### src/rtl/zc_gain_updater.sv
module zc_gain_updater #(
  parameter int GW = 8,
  parameter int SW = 16,
  parameter int TIMEOUT = 131072,
  parameter int NEAR_TH = 16,
  parameter logic [GW-1:0] RST_CODE = 8'hCF
) (
  input  logic                 clk,
  input  logic                 rst_n,
  input  logic                 wr_left,
  input  logic                 wr_right,
  input  logic [GW-1:0]        wr_code,
  input  logic                 wr_zc,
  input  logic                 wr_mute,
  input  logic                 link,
  input  logic                 tmo_dis,
  input  logic                 smp_valid,
  input  logic signed [SW-1:0] smp_l,
  input  logic signed [SW-1:0] smp_r,
  output logic [GW-1:0]        gain_l,
  output logic [GW-1:0]        gain_r,
  output logic                 upd_l,
  output logic                 upd_r,
  output logic signed [SW-1:0] out_l,
  output logic signed [SW-1:0] out_r
);
  localparam int CW = $clog2(TIMEOUT + 1);
  localparam logic [CW-1:0] CNT_LAST = CW'(TIMEOUT - 1);

  logic [1:0]           wr_ch;
  logic signed [SW-1:0] smp_in [2];
  logic [SW:0]          mag [2];
  logic [1:0]           near, fire;

  logic [GW-1:0]        act_q [2];
  logic [GW-1:0]        pend_q [2];
  logic [CW-1:0]        cnt_q [2];
  logic signed [SW-1:0] smp_q [2];
  logic [1:0]           pv_q, mute_q, upd_q, prev_neg_q;

  assign wr_ch     = {wr_right, wr_left};
  assign smp_in[0] = smp_l;
  assign smp_in[1] = smp_r;

  always_comb begin
    for (int i = 0; i < 2; i++) begin
      mag[i]  = smp_in[i][SW-1] ? ((SW+1)'(0) - {smp_in[i][SW-1], smp_in[i]})
                                : {1'b0, smp_in[i]};
      near[i] = smp_valid && ((smp_in[i][SW-1] != prev_neg_q[i]) || (mag[i] < (SW+1)'(NEAR_TH)));
      fire[i] = pv_q[i] && !wr_ch[i] && (near[i] || (!tmo_dis && cnt_q[i] == CNT_LAST));
    end
  end

  always_ff @(posedge clk or negedge rst_n) begin
    if (!rst_n) begin
      for (int i = 0; i < 2; i++) begin
        act_q[i]  <= RST_CODE;
        pend_q[i] <= RST_CODE;
        cnt_q[i]  <= '0;
        smp_q[i]  <= '0;
      end
      pv_q       <= '0;
      mute_q     <= '0;
      upd_q      <= '0;
      prev_neg_q <= '0;
    end else begin
      for (int i = 0; i < 2; i++) begin
        upd_q[i] <= 1'b0;
        if (smp_valid) begin
          prev_neg_q[i] <= smp_in[i][SW-1];
          smp_q[i]      <= smp_in[i];
        end
        if (wr_ch[i]) begin
          mute_q[i] <= wr_mute;
          cnt_q[i]  <= '0;
          if (wr_zc) begin
            pend_q[i] <= wr_code;
            pv_q[i]   <= 1'b1;
          end else begin
            act_q[i]  <= wr_code;
            pv_q[i]   <= 1'b0;
            upd_q[i]  <= 1'b1;
          end
        end else if (fire[i]) begin
          act_q[i] <= pend_q[i];
          pv_q[i]  <= 1'b0;
          upd_q[i] <= 1'b1;
          cnt_q[i] <= '0;
        end else if (pv_q[i] && cnt_q[i] != CNT_LAST) begin
          cnt_q[i] <= cnt_q[i] + 1'b1;
        end
      end
    end
  end

  assign gain_l = act_q[0];
  assign gain_r = link ? act_q[0] : act_q[1];
  assign upd_l  = upd_q[0];
  assign upd_r  = link ? upd_q[0] : upd_q[1];
  assign out_l  = mute_q[0] ? '0 : smp_q[0];
  assign out_r  = mute_q[1] ? '0 : smp_q[1];

  p_immediate_r2: assert property (@(posedge clk) disable iff (!rst_n)
    wr_left && !wr_zc |=> gain_l == $past(wr_code));

  p_change_flagged_r2: assert property (@(posedge clk) disable iff (!rst_n)
    (act_q[0] != $past(act_q[0])) |-> upd_q[0]);

  p_zc_hold_r3: assert property (@(posedge clk) disable iff (!rst_n)
    wr_left && wr_zc |=> $stable(gain_l));

  p_cnt_bound_r5: assert property (@(posedge clk) disable iff (!rst_n)
    cnt_q[0] <= CNT_LAST && cnt_q[1] <= CNT_LAST);

  p_no_force_r6: assert property (@(posedge clk) disable iff (!rst_n)
    tmo_dis && !wr_left && !smp_valid |=> $stable(act_q[0]));

  p_mute_r9: assert property (@(posedge clk) disable iff (!rst_n)
    wr_right && wr_mute |=> out_r == '0);
endmodule

### config.mk
export PLATFORM = sky130hd
export DESIGN_NAME = zc_gain_updater
export DESIGN_NICKNAME = d
export VERILOG_FILES = /design/src/rtl/zc_gain_updater.sv
export SDC_FILE = /design/constraint.sdc
export NUM_CORES = 1
export LEC_CHECK = 0
export BUFFER_PORTS_ARGS = -buffer_cell sky130_fd_sc_hd__buf_4
export CAP_MARGIN = 30
export CORE_ASPECT_RATIO = 1.75
export CORE_UTILIZATION = 50
export CTS_CLUSTER_DIAMETER = 40
export DETAILED_ROUTE_END_ITERATION = 12
export PLACE_DENSITY = 0.75
export SYNTH_ARGS = -nofsm -noshare
export SYNTH_HDL_FRONTEND = slang
export SYNTH_SLANG_ARGS = --single-unit
### constraint.sdc
create_clock -name clk -period 2.3 [get_ports clk]
set_input_delay 0.345 -clock clk [delete_from_list [all_inputs] [get_ports clk]]
set_output_delay 0.345 -clock clk [all_outputs]
set_load 0.02 [all_outputs]
==> results.tsv <==
stage	metric	value	unit
die	io_pins	99	
cts	cts_max_level	3	
drt	wl_met1	5400	µm
drt	drc	0	
power_and_ir_drop	p_leak	3.26	nW
outcome	violations	negative setup slack	
logic_synthesis	synth.most_common_cell	dfrtp_1	
power_and_ir_drop	p_int	0.00366	W
final_layout	final_nets	703	
drt	met3_length	580	µm
worst_setup_path	worstPathRequired	2.51	ns
power_and_ir_drop	p_comb_share	23.1	%
drt	wirelength	14400	µm
power_and_ir_drop	peakVddDrop	514	µV
die	fp.dieH	143	µm
logic_synthesis	synth_commonest_cells	82 x dfrtp_1, 67 x mux2_2, 40 x nor2_1	
logic_synthesis	ys_warn_count	0	
logic_synthesis	synth_cell_type_count	48	
drt	dr_wl_met2	8070	µm
placed_design	hpwlAfterDp	9650	µm
worst_hold_path	min_path_type	primary input to flop	
grt	antenna_found_initial	0	
die	die_area	11800	µm²
logic_synthesis	synthCells	531	
logic_synthesis	syn_avg_cell_area	10.7	µm²
timing	final-setup-viol-count	25	
power_and_ir_drop	clock_power_share	32.7	%
cts	cts_buffer_depth	2	
drt	ant_nets	0	
timing	skew	0.00520	ns
logic_synthesis	synth_top_cell_by_area	dfrtp_1	
timing	slew_violations	0	
logic_synthesis	syn-cell-area	5670	µm²
grt	grt_max_degree	52	
timing	worst_pin_slew	0.582	ns
grt	track_usage	24.9	%
timing	fin_tns_setup	-1.32	ns
final_layout	syn_to_final_growth	34.0	%
drt	first_pass_iters	4	
cts	numClockSinks	106	
timing	setup_ws	-0.0881	ns
logic_synthesis	synth_fp_nets	582	
grt	first_global_vias	4515	
worst_setup_path	path_class	primary input to flop	
outcome	status	finished with violations	
final_layout	diodes	0	
timing	fin_crit	2.39	ns
timing	finalHoldViolCount	0	
drt	top_layer	met4	
final_layout	stdcell_count	789	
logic_synthesis	yosysSeqAreaShare	47.3	%
worst_setup_path	cp_max_fo	8	
timing	relSlewSlack	61.2	%
grt	grt-ovfl-total	0	
drt	route.vias.total	4603	
cts	clock-root-buffer	clkbuf_16	
worst_setup_path	worstSetupEndpointType	flop	
cts	cts_buffers	9	
timing	finalCritPeriodShare	104	%
power_and_ir_drop	powerDensity	668	nW/µm²
drt	viasPerCell	5.83	
drt	wl_per_cell	18.2	µm
timing	hold_slack	0.240	ns
die	core	11100	µm²
power_and_ir_drop	p_sw_share	27.9	%
logic_synthesis	synth_edf_count	0	
drt	drt_iter0_drc	256	
cts	cts_tree	built	
logic_synthesis	synth_top_area_share	36.2	%
final_layout	drive_gt1_share	48.7	%
die	start_util	51.1	%
worst_setup_path	crit_path_start_kind	primary input	
grt	grt_pass1_wl	22200	µm
power_and_ir_drop	seq_power_share	44.1	%
cts	clkTransAtPathRegs	0.07	ns
job	cap_violations	0	
timing	max_freq	419	MHz
die	core.rowCount	51	
logic_synthesis	ys_top_cells_by_area	dfrtp_1 36%, mux2_2 13%, dfstp_2 11%	
power_and_ir_drop	p_switching	0.00142	W
logic_synthesis	async_flop_share	100	%
die	die_w	82.5	µm
cts	insertion_delay	0.35	ns
worst_setup_path	critPathArrivalTime	2.60	ns
timing	rsz0062_at_grt	true	
placed_design	place_inst	763	
logic_synthesis	ys.flop_type	dfrtp_1	
logic_synthesis	synth-seq-cells	106	
placed_design	io_buffers	98	
placed_design	gp_congestion	0.823	
state kept, by name (all words and copies together) (netlist names):
signal      flops
mute_q          2
upd_q           2
act_q           8
pend_q         16
cnt_q          36
pv_q            2
gain_l          8
prev_neg_q      1
smp_q          31
cell type report:
| cell class | count | area, µm² |
|---|---|---|
| fillers | 820 | 3500 |
| multi-input cells | 384 | 3230 |
| flip-flops and latches | 106 | 2680 |
| repair buffers | 142 | 1170 |
| clock buffers | 12 | 246 |
| well taps | 132 | 165 |
| clock inverters | 4 | 73.8 |
| inverters | 9 | 33.8 |
cells in the final DEF (no fill, tap or decap), types with 14 or more instances in the layout:
cell       n
nand2_1   19
buf_4    129
nor3_2    14
dfstp_2   24
nor2b_1   33
dfrtp_1   82
xor2_1    24
nor2_1    27
nand3_1   21
a21oi_1   17
mux2_2    67
mux2i_1   19
routing by layer:
| layer | up-vias | GRT usage, % |
|---|---|---|
| li1 | 2148 | - |
| met1 | 2320 | 29.2 |
| met2 | 114 | 44.5 |
| met3 | 21 | 4.86 |
| met4 | 0 | 7.99 |
| met5 | - | 0 |
kinds of logic after synthesis:
family | after synthesis | synth area share (%)
AO/OA/AOI/OAI | 59 | 7.59
flip-flops | 106 | 47.3
multiplexers | 86 | 16.7
AND/OR/NAND/NOR | 201 | 19.0
XOR/XNOR | 36 | 5.56
adder cells (fa/ha/maj) | 2 | 0.441
buffers and inverters | 41 | 3.44
path summary, 6_finish.rpt:
kind | startpoint | end | slack, ns | cells past startpoint
setup / recovery | smp_r[3] | act_q[5] | -0.09 | 10
hold / removal | smp_l[3] | smp_q[19] | 0.24 | 2
setup reg to reg | cnt_q[0] | cnt_q[13] | -0.01 | 9
hold reg to reg | smp_q[6] | smp_q[6] | 0.50 | 1
max in group asynchronous | rst_n | pend_q[2] | 1.06 | 3
min in group asynchronous | rst_n | cnt_q[8] | 0.51 | 2
stage by stage:
step	setup slack (ns)	cell area (µm²)	util [%]	total power [W]
floorplan	-0.319	5780	-	0.00290
global placement	-0.417	6790	61.2	0.00329
detailed placement	-0.461	6790	61.2	0.00334
CTS	-0.0864	7280	65.6	0.00503
global route	-0.134	7600	68.4	0.00529
finish	-0.0881	7600	68.4	0.00508
worst max-delay path, stage by stage:
cell and delay (ns):
buf_6 0.09, or4_4 0.53, or4_4 0.54, nor4_4 0.21, nor4_4 0.10, o41ai_4 0.30, buf_4 0.19, buf_6 0.12
nand2b_1 0.11, a22oi_1 0.06
power groups by stage:
stage	clock network (W)	registers, W	logic (W)
floorplan	0	0.00221	0.000687
global placement	0	0.00225	0.00104
detailed placement	0	0.00226	0.00107
CTS	0.00168	0.00223	0.00112
global route	0.00176	0.00227	0.00126
finish	0.00166	0.00224	0.00118
repair_timing:
action                                  CTS  global route
cloned                                    2             1
buffers inserted                          1             6
pin swaps                                 2            21
endpoints found under the setup margin   31            54
hold endpoints to repair                 32             0
hold buffers                              1             0
gates resized for setup                  25            58
Note: power is estimated with default switching activity, not from simulation.
